==> config.mk <==
export PLATFORM = sky130hd
export DESIGN_NAME = adc_serial_host
export DESIGN_NICKNAME = d
export VERILOG_FILES = /design/src/rtl/adc_host_pkg.sv /design/src/rtl/adc_host_cclk_gen.sv /design/src/rtl/adc_host_sclk_gen.sv /design/src/rtl/adc_host_shift.sv /design/src/rtl/adc_serial_host.sv
export SDC_FILE = /design/constraint.sdc
export NUM_CORES = 1
export LEC_CHECK = 0
export CELL_PAD_IN_SITES_DETAIL_PLACEMENT = 1
export CELL_PAD_IN_SITES_GLOBAL_PLACEMENT = 1
export CORE_ASPECT_RATIO = 0.7
export CORE_MARGIN = 3
export CORE_UTILIZATION = 40
export DETAILED_ROUTE_END_ITERATION = 10
export DONT_BUFFER_PORTS = 1
export PLACE_DENSITY_LB_ADDON = 0.1
export SETUP_SLACK_MARGIN = 0.5
export SKIP_CTS_REPAIR_TIMING = 1
export SLEW_MARGIN = 20
export SYNTH_ARGS = -nofsm -noshare
export SYNTH_HDL_FRONTEND = slang
export SYNTH_SLANG_ARGS = --single-unit
==> constraint.sdc <==
create_clock -name clk -period 1.9 [get_ports clk]
set_input_delay 0.38 -clock clk [delete_from_list [all_inputs] [get_ports clk]]
set_output_delay 0.38 -clock clk [all_outputs]
set_load 0.03 [all_outputs]
==> src/rtl/adc_host_pkg.sv <==
package adc_host_pkg;

    typedef enum logic [2:0] {
        ST_IDLE,
        ST_SETUP,
        ST_ALIGN,
        ST_PULSE,
        ST_WAIT,
        ST_READ,
        ST_HOLD
    } host_state_e;

endpackage

==> src/rtl/adc_host_cclk_gen.sv <==
module adc_host_cclk_gen #(
    parameter int unsigned HALF = 30
) (
    input  logic clk,
    input  logic rst_n,
    output logic cclk_o,
    output logic fall_o
);
    localparam int unsigned CW = (HALF > 1) ? $clog2(HALF) : 1;

    typedef struct packed {
        logic [CW-1:0] cnt;
        logic          lvl;
    } cg_t;

    cg_t cg_d, cg_q;

    always_comb begin
        cg_d   = cg_q;
        fall_o = 1'b0;
        if (cg_q.cnt == CW'(HALF - 1)) begin
            cg_d.cnt = '0;
            cg_d.lvl = ~cg_q.lvl;
            fall_o   = cg_q.lvl;
        end else begin
            cg_d.cnt = cg_q.cnt + 1'b1;
        end
    end

    always_ff @(posedge clk or negedge rst_n) begin
        if (!rst_n) begin
            cg_q <= '0;
        end else begin
            cg_q <= cg_d;
        end
    end

    assign cclk_o = cg_q.lvl;

endmodule

==> src/rtl/adc_host_sclk_gen.sv <==
module adc_host_sclk_gen #(
    parameter int unsigned HALF  = 10,
    parameter int unsigned NBITS = 16
) (
    input  logic clk,
    input  logic rst_n,
    input  logic start_i,
    output logic sclk_o,
    output logic sample_o,
    output logic done_o
);
    localparam int unsigned CW = (HALF > 1) ? $clog2(HALF) : 1;
    localparam int unsigned BW = $clog2(NBITS + 1);

    typedef struct packed {
        logic          active;
        logic          lvl;
        logic [CW-1:0] cnt;
        logic [BW-1:0] bits;
    } sg_t;

    sg_t sg_d, sg_q;

    always_comb begin
        sg_d     = sg_q;
        sample_o = 1'b0;
        done_o   = 1'b0;
        if (start_i) begin
            sg_d.active = 1'b1;
            sg_d.lvl    = 1'b0;
            sg_d.cnt    = '0;
            sg_d.bits   = '0;
        end else if (sg_q.active) begin
            if (sg_q.cnt == CW'(HALF - 1)) begin
                sg_d.cnt = '0;
                sg_d.lvl = ~sg_q.lvl;
                if (!sg_q.lvl) begin
                    // rising edge now: data line still holds the current bit
                    sample_o = 1'b1;
                end else begin
                    sg_d.bits = sg_q.bits + 1'b1;
                    if (sg_q.bits == BW'(NBITS - 1)) begin
                        sg_d.active = 1'b0;
                        done_o      = 1'b1;
                    end
                end
            end else begin
                sg_d.cnt = sg_q.cnt + 1'b1;
            end
        end
    end

    always_ff @(posedge clk or negedge rst_n) begin
        if (!rst_n) begin
            sg_q <= '0;
        end else begin
            sg_q <= sg_d;
        end
    end

    assign sclk_o = sg_q.lvl;

endmodule

==> src/rtl/adc_host_shift.sv <==
module adc_host_shift #(
    parameter int unsigned W = 16
) (
    input  logic         clk,
    input  logic         rst_n,
    input  logic         clear_i,
    input  logic         sample_i,
    input  logic         bit_i,
    output logic [W-1:0] word_o
);
    logic [W-1:0] word_d, word_q;

    always_comb begin
        word_d = word_q;
        if (clear_i) begin
            word_d = '0;
        end else if (sample_i) begin
            word_d = {word_q[W-2:0], bit_i};
        end
    end

    always_ff @(posedge clk or negedge rst_n) begin
        if (!rst_n) begin
            word_q <= '0;
        end else begin
            word_q <= word_d;
        end
    end

    assign word_o = word_q;

endmodule

==> src/rtl/adc_serial_host.sv <==
module adc_serial_host
    import adc_host_pkg::*;
#(
    parameter int unsigned WORD_W      = 16,
    parameter int unsigned CONV_HALF   = 30,
    parameter int unsigned SCLK_HALF   = 10,
    parameter int unsigned CS_SETUP    = 16,
    parameter int unsigned CS_HOLD     = 4,
    parameter int unsigned EOC_TIMEOUT = 32
) (
    input  logic              clk,
    input  logic              rst_n,
    input  logic              req_i,
    output logic              busy_o,
    output logic [WORD_W-1:0] data_o,
    output logic              valid_o,
    output logic              err_o,
    output logic              adc_cs_n_o,
    output logic              adc_start_n_o,
    output logic              adc_cclk_o,
    output logic              adc_sclk_o,
    input  logic              adc_dout_i,
    input  logic              adc_eoc_n_i
);
    localparam int unsigned GAP_MAX = (CS_SETUP > CS_HOLD) ? CS_SETUP : CS_HOLD;
    localparam int unsigned SW      = $clog2(GAP_MAX + 1);
    localparam int unsigned TW      = $clog2(EOC_TIMEOUT + 1);

    typedef struct packed {
        host_state_e       state;
        logic              cs_n;
        logic              start_n;
        logic [SW-1:0]     cnt;
        logic [TW-1:0]     tmo;
        logic              valid;
        logic              err;
        logic [WORD_W-1:0] data;
        logic              eoc_s1;
        logic              eoc_s2;
    } ctl_t;

    ctl_t ctl_d, ctl_q;

    logic              cclk_fall;
    logic              sclk_start;
    logic              sclk_sample;
    logic              sclk_done;
    logic              sh_clear;
    logic [WORD_W-1:0] sh_word;

    adc_host_cclk_gen #(.HALF(CONV_HALF)) u_cclk (
        .clk    (clk),
        .rst_n  (rst_n),
        .cclk_o (adc_cclk_o),
        .fall_o (cclk_fall)
    );

    adc_host_sclk_gen #(.HALF(SCLK_HALF), .NBITS(WORD_W)) u_sclk (
        .clk      (clk),
        .rst_n    (rst_n),
        .start_i  (sclk_start),
        .sclk_o   (adc_sclk_o),
        .sample_o (sclk_sample),
        .done_o   (sclk_done)
    );

    adc_host_shift #(.W(WORD_W)) u_shift (
        .clk      (clk),
        .rst_n    (rst_n),
        .clear_i  (sh_clear),
        .sample_i (sclk_sample),
        .bit_i    (adc_dout_i),
        .word_o   (sh_word)
    );

    always_comb begin
        ctl_d        = ctl_q;
        ctl_d.valid  = 1'b0;
        ctl_d.err    = 1'b0;
        ctl_d.eoc_s1 = adc_eoc_n_i;
        ctl_d.eoc_s2 = ctl_q.eoc_s1;
        sclk_start   = 1'b0;
        sh_clear     = 1'b0;
        unique case (ctl_q.state)
            ST_IDLE: begin
                if (req_i) begin
                    ctl_d.cs_n  = 1'b0;
                    ctl_d.cnt   = '0;
                    ctl_d.state = ST_SETUP;
                    sh_clear    = 1'b1;
                end
            end
            ST_SETUP: begin
                if (ctl_q.cnt >= SW'(CS_SETUP - 1)) begin
                    ctl_d.state = ST_ALIGN;
                end else begin
                    ctl_d.cnt = ctl_q.cnt + 1'b1;
                end
            end
            ST_ALIGN: begin
                if (cclk_fall) begin
                    ctl_d.start_n = 1'b0;
                    ctl_d.state   = ST_PULSE;
                end
            end
            ST_PULSE: begin
                if (cclk_fall) begin
                    ctl_d.start_n = 1'b1;
                    ctl_d.tmo     = '0;
                    ctl_d.state   = ST_WAIT;
                end
            end
            ST_WAIT: begin
                if (!ctl_q.eoc_s2) begin
                    sclk_start  = 1'b1;
                    ctl_d.state = ST_READ;
                end else if (cclk_fall) begin
                    if (ctl_q.tmo == TW'(EOC_TIMEOUT - 1)) begin
                        ctl_d.cs_n  = 1'b1;
                        ctl_d.err   = 1'b1;
                        ctl_d.state = ST_IDLE;
                    end else begin
                        ctl_d.tmo = ctl_q.tmo + 1'b1;
                    end
                end
            end
            ST_READ: begin
                if (sclk_done) begin
                    ctl_d.cnt   = '0;
                    ctl_d.state = ST_HOLD;
                end
            end
            ST_HOLD: begin
                if (ctl_q.cnt >= SW'(CS_HOLD - 1)) begin
                    ctl_d.cs_n  = 1'b1;
                    ctl_d.valid = 1'b1;
                    ctl_d.data  = sh_word;
                    ctl_d.state = ST_IDLE;
                end else begin
                    ctl_d.cnt = ctl_q.cnt + 1'b1;
                end
            end
            default: begin
                ctl_d.state = ST_IDLE;
                ctl_d.cs_n  = 1'b1;
            end
        endcase
    end

    always_ff @(posedge clk or negedge rst_n) begin
        if (!rst_n) begin
            ctl_q         <= '0;
            ctl_q.state   <= ST_IDLE;
            ctl_q.cs_n    <= 1'b1;
            ctl_q.start_n <= 1'b1;
            ctl_q.eoc_s1  <= 1'b1;
            ctl_q.eoc_s2  <= 1'b1;
        end else begin
            ctl_q <= ctl_d;
        end
    end

    assign busy_o        = (ctl_q.state != ST_IDLE);
    assign data_o        = ctl_q.data;
    assign valid_o       = ctl_q.valid;
    assign err_o         = ctl_q.err;
    assign adc_cs_n_o    = ctl_q.cs_n;
    assign adc_start_n_o = ctl_q.start_n;

endmodule

# Yosys cells after proc, flatten, opt, wreduce, memory -nomap -nowiden
# Index checks and enable logic that the tools add are counted.
dict set report word_totals {
  reg_bits 69
  mem_count 0
  latch_bits 0
  ram_bits 0
  wordCells 125
  romBits 0
}
dict set report classes {
  muxes 56
  add_sub_neg 5
  bitwise 3
  reduce_logical 18
  n_lt_le_gt_ge 2
  n_eq_ne 24
  div 0
  shifts 0
  n_mul 0
}
# operator n
set ops {}
lappend ops {{2-to-1 mux 5 bit} 7}
lappend ops {{2-to-1 mux 16 bit} 2}
lappend ops {{2-to-1 mux 1 bit} 25}
lappend ops {{2-to-1 mux 6 bit} 4}
lappend ops {{!= test 2 bit (second input constant)} 12}
lappend ops {{2-to-1 mux 11 bit} 2}
lappend ops {{one-hot mux 3 bit (7 select lines)} 1}
lappend ops {{2-to-1 mux 4 bit} 5}
lappend ops {{one-hot mux 5 bit (4 select lines)} 1}
lappend ops {{adder 5 x 1 -> 5 bit (second input constant)} 3}
lappend ops {{2-to-1 mux 3 bit} 5}
lappend ops {{one-hot mux 6 bit (2 select lines)} 1}
lappend ops {{nonzero test 2 bit} 6}
lappend ops {{AND reduction 5 bit} 2}
lappend ops {{equality test 3 bit (second input constant)} 3}
lappend ops {{AND reduction 8 bit} 1}
lappend ops {{adder 6 x 1 -> 6 bit (second input constant)} 1}
lappend ops {{equality test 3 x 2 -> 1 bit (second input constant)} 2}
lappend ops {{equality test 6 x 5 -> 1 bit (second input constant)} 1}
lappend ops {{!= test 3 bit (second input constant)} 2}
lappend ops {{AND reduction 3 bit} 2}
lappend ops {{AND reduction 6 bit} 1}
lappend ops {{equality test 5 x 4 -> 1 bit (second input constant)} 1}
lappend ops {{equality test 5 bit (second input constant)} 1}
lappend ops {{14 further kinds} 17}

# Depth between registers and ports, before layout
dict set report logic_depth {
  depth_word 8
  ltp_mapped 9
  depth_no_buf 6
}

# Cells and area by module
# Synthesis repeated with hierarchy kept, for this count alone.
dict set report hier_totals {
  hier_cells 311
  area_unflattened_um2 3417.0
}
# mod cells_per_inst area_each_um2 n_inst
set by_module_without_submodules {}
lappend by_module_without_submodules {adc_serial_host 170 1841.8 1}
lappend by_module_without_submodules {adc_host_shift 52 660.6 1}
lappend by_module_without_submodules {adc_host_sclk_gen 65 625.6 1}
lappend by_module_without_submodules {adc_host_cclk_gen 24 289.0 1}

# Worst setup path after synthesis
# No wires, ideal clock.
dict set report synth_path {
  path_type {register to register}
  start {reg ctl_q[26] (netlist name)}
  end {reg ctl_q[27] (netlist name)}
  setup_ns 0.125
  setup_slack_ns -0.234
  arrival_time_ns 2.009
  n_path_buf 0
  stages_incl_launch_ff 7
  cell_sequence {dfrtp_1 -> ha_1 -> and3_1 -> ha_1 -> a2111o_1 -> a41oi_2 -> mux2_2}
}
dict set report synth_via {
  elab_chain_len 3
}
# item line_no
set synth_rtl {}
lappend synth_rtl {{start, declared} adc_serial_host.sv:42} ;# ctl_t ctl_d, ctl_q;
lappend synth_rtl {{start signal, assigned} adc_serial_host.sv:159} ;# ctl_q <= ctl_d;
lappend synth_rtl {{adder 5 x 1 -> 5 bit, or another cell as far along} {adc_serial_host.sv:97, adc_serial_host.sv:140}}
lappend synth_rtl {{2-to-1 mux 5 bit, or another cell as far along} adc_serial_host.sv:134} ;# if (ctl_q.cnt >= SW'(CS_HOLD - 1)) begin
lappend synth_rtl {{one-hot mux 5 bit (4 select lines) / AND reduction 5 bit (equally long branches)} --}
# Parallel ways exist; a longest one is shown, timed or not. The select of a mux whose other input is x is not followed.
# A chain may end at the register's enable or synchronous reset.

# Worst setup path after layout
# Ends and elaborated chain as after synthesis.

==> run_results.csv <==
group,metric,value,unit
sta,worst_hold_slack,-259.4,ps
placed_design,place.gp.congestion,0.8225,
placed_design,dp.cells,399,
clock_network,cts_buffers,9,
setup_path,arrival,2150,ps
sta,fin_ws,-33.69,ps
yosys,ys.flop_type,"dfrtp_1",
yosys,ys_types,59,
hold_path,hold_path.class,"in2async",
clock_network,h-tree-depth,3,
final_layout,num-nets-final,342,
placed_design,placement.io_buffers,0,
power,p_int,3.054,mW
clock_network,cts_max_path_buffers,2,
setup_path,max_stage_delay,390,ps
global_routing,grt_max_degree,70,
floorplanning,num_io_pins,28,
yosys,syn_inst,304,
placed_design,hpwlAfterDp,4888,um
sta,worstMarginPinSlew,457.2,ps
yosys,postSynth.asyncResetShare,100.0,%
routing,wl_per_cell,18.73,um
yosys,ys_warn_count,0,
floorplanning,fp-row-count,27,
sta,fin_skew,6.826,ps
clock_network,clock_latency,330,ps
final_layout,layout.cells.non_filler,434,
floorplanning,initial_utilization,42.43,%
sta,hold_viol_final,69,
yosys,syn-num-nets,318,
sta,final.min_clock_period,1934,ps
yosys,syn_avg_cell_area,11.27,sq um
floorplanning,die_area,9729,sq um
clock_network,clock_sink_count,69,
yosys,yosysSeqAreaShare,50.55,%
power,switching_share,26.64,%
floorplanning,fp.dieW,116.6,um
routing,drtIter0Drc,77,
sta,slew-limit-headroom,69.45,%
setup_path,cp_slowest_cell,"dfrtp_1",
global_routing,grtUsageTotal,16.25,%
power,power.total,4.163,mW
global_routing,grt_pass1_wl,12450,um
yosys,ys_ff_latch,69,
routing,detail-route-antenna-nets,0,
clock_network,cts_tree,"done",
setup_path,worstPathRequired,2110,ps
clock_network,cts-root-buf,"clkbuf_16",
routing,drtPass1Iterations,4,
floorplanning,die_h,83.43,um
sta,finalSetupViolations,2,
power,power.density,945.6,nW/um^2
global_routing,overflow,0,
power,seq_power_share,41.6,%
setup_path,crit_fanout,4,
yosys,synth-edff-count,0,
routing,drcViolationCount,0,
sta,drv_slew,0,
floorplanning,coreArea,8074,sq um
power,power_frac_comb,18.9,%
routing,vias_per_cell,5.484,
final_layout,diodes,0,
power,ir_drop,0.6220,mV
run_status,run_status,"finished with violations",
global_routing,grt_pass1_vias,2377,
sta,period_share,101.8,%
power,p_clk_share,39.5,%
sta,setup_tns,-63.85,ps
clock_network,clk_transition_reported_paths,60,ps
final_layout,utilization,54.53,%
sta,rsz0062_at_grt,"yes",
routing,totalWireLength,8127,um
final_layout,syn2layout_area_growth,28.52,%
power,p_sw,1.109,mW
final_layout,drive_above_1_share,41.14,%
setup_path,startpoint_type,"flop",
setup_path,crit_type,"reg2reg",
routing,num_vias,2380,
sta,fmax,517.1,MHz
setup_path,crit_chain,"ha_2 > and3_4 > ha_4 > a2111o_1 > a41oi_4 > mux2_4",
yosys,synth_area,3426,sq um
job,cap_violations,0,
power,p_leak,1.961,nW
run_status,violations,"negative hold slack, negative setup slack",
global_routing,antenna_found_initial,0,
setup_path,crit_path_end_kind,"flop",
worst paths after layout:
kind | from | to | slack, ps | cells after the start
worst max-delay path | ctl_q[26]$_DFFE_PN0P_ | ctl_q[27]$_DFFE_PN0P_ | -30 | 6
worst min-delay path | rst_n | u_cclk.cg_q[2]$_DFF_PN0_ | -260 | 0
worst max register to register | ctl_q[26]$_DFFE_PN0P_ | ctl_q[27]$_DFFE_PN0P_ | -30 | 6
worst min register to register | ctl_d[0]$_DFF_PN1_ | ctl_q[0]$_DFF_PN1_ | 360 | 0
max in group asynchronous | rst_n | adc_start_n_o$_DFFE_PN1P_ | 1960 | 0
min in group clk | adc_eoc_n_i | ctl_d[0]$_DFF_PN1_ | 50 | 0
synthesized netlist by cell type (3+ instances only):
master | count | area [sq um]
inv_1 | 10 | 37.54
ha_1 | 9 | 112.6
mux2_2 | 19 | 214.0
a2bb2oi_1 | 3 | 26.28
nor2b_1 | 3 | 18.77
nand2_1 | 6 | 22.52
nand2b_1 | 4 | 25.02
xnor2_1 | 4 | 35.03
nand3_1 | 9 | 45.04
a21oi_1 | 6 | 30.03
o21ai_0 | 8 | 40.04
clkbuf_1 | 6 | 22.52
buf_2 | 6 | 30.03
and3_1 | 7 | 43.79
xor2_1 | 4 | 35.03
and2_1 | 3 | 18.77
mux2i_1 | 17 | 170.2
nor2_1 | 32 | 120.1
nand3b_1 | 5 | 37.54
dfstp_2 | 4 | 105.1
o211ai_1 | 4 | 30.03
buf_4 | 17 | 127.6
o21a_1 | 4 | 30.03
dfrtp_1 | 65 | 1627
power by group through the flow:
| stage | Clock [mW] | Sequential (mW) | Combinational (mW) |
|---|---|---|---|
| finish | 1.64 | 1.73 | 0.786 |
| global route | 1.77 | 1.75 | 0.858 |
| CTS | 1.69 | 1.70 | 0.550 |
| detailed placement | 0 | 1.72 | 0.542 |
| global placement | 0 | 1.72 | 0.529 |
| floorplan | 0 | 1.69 | 0.420 |
final cells by class:
class | instances | area [sq um]
Fill cell | 833 | 3671
Multi-Input combinational cell | 194 | 1772
Sequential cell | 69 | 1737
Timing Repair Buffer | 44 | 436.7
Clock buffer | 12 | 246.5
Tap cell | 101 | 126.4
Clock inverter | 4 | 47.55
Inverter | 10 | 37.54
kinds of logic (layout without fill, tap and decap cells):
family | Yosys count | after routing | synth area share [%]
AO/OA/AOI/OAI | 51 | 51 | 11.14
XOR/XNOR | 8 | 8 | 2.045
AND/OR/NAND/NOR | 90 | 90 | 14.76
multiplexers | 36 | 36 | 11.21
adder cells (fa/ha/maj) | 9 | 9 | 3.287
flip-flops | 69 | 69 | 50.55
buffers and inverters | 41 | 70 | 7.012
sequential cells by signal (all words and copies together), names as in the netlist, 5 cells and up:
register / count
u_sclk.sg_q: 10
u_shift.word_o: 16
ctl_q: 15
u_cclk.cg_q: 5
data_o: 16
worst max-delay path: cells and delay by family (launching register included):
family | cells | cell delay [ps]
AO/OA/AOI/OAI | 2 | 590
adder cells (fa/ha/maj) | 2 | 340
flip-flops | 1 | 390
multiplexers | 1 | 330
AND/OR/NAND/NOR | 1 | 160
cells in the final DEF, fill, tap and decap left out, types with 3 or more instances in the layout:
| cell type | Yosys | layout |
|---|---|---|
| buf_4 | 17 | 33 |
| buf_6 | 2 | 3 |
| ha_2 | 0 | 3 |
| nand3b_1 | 5 | 5 |
| mux2_4 | 0 | 3 |
| nand3_1 | 9 | 9 |
| dfrtp_1 | 65 | 61 |
| o211ai_1 | 4 | 4 |
| nor2_1 | 32 | 26 |
| ha_1 | 9 | 4 |
| dfrtp_2 | 0 | 4 |
| inv_1 | 10 | 9 |
| nor2b_1 | 3 | 3 |
| dfstp_2 | 4 | 4 |
| o21ai_0 | 8 | 7 |
| o21a_1 | 4 | 4 |
| buf_8 | 0 | 3 |
| nand2_1 | 6 | 5 |
| and3_1 | 7 | 4 |
| xnor2_1 | 4 | 4 |
| mux2_2 | 19 | 16 |
| nand2b_1 | 4 | 4 |
| mux2i_2 | 0 | 4 |
| buf_12 | 0 | 3 |
| a2bb2oi_1 | 3 | 3 |
| clkbuf_16 | 0 | 11 |
| a21oi_1 | 6 | 3 |
| and3_4 | 0 | 3 |
| nor2_4 | 0 | 5 |
| mux2i_1 | 17 | 13 |
metrics by stage:
stage          setup slack (ps)  hold WS [ps]  instance area, sq um
2_1_floorplan            -37.77         84.41                  3537
3_3_place_gp             -5.482         88.10                  3606
3_5_place_dp             -78.49         88.26                  3606
4_1_cts                  -154.0        -264.1                  3900
5_1_grt                  -85.81        -277.2                  4403
6_report                 -33.69        -259.4                  4403
layer usage:
| layer | routed length, um | vias to the layer above | track usage, % |
|---|---|---|---|
| li1 | - | 1119 | - |
| met1 | 3953 | 1218 | 24.08 |
| met2 | 3792 | 31 | 22.43 |
| met3 | 270 | 12 | 5.317 |
| met4 | 110 | 0 | 4.896 |
| met5 | 0 | - | 0 |
No activity file was read; power rests on OpenSTA's default activity.
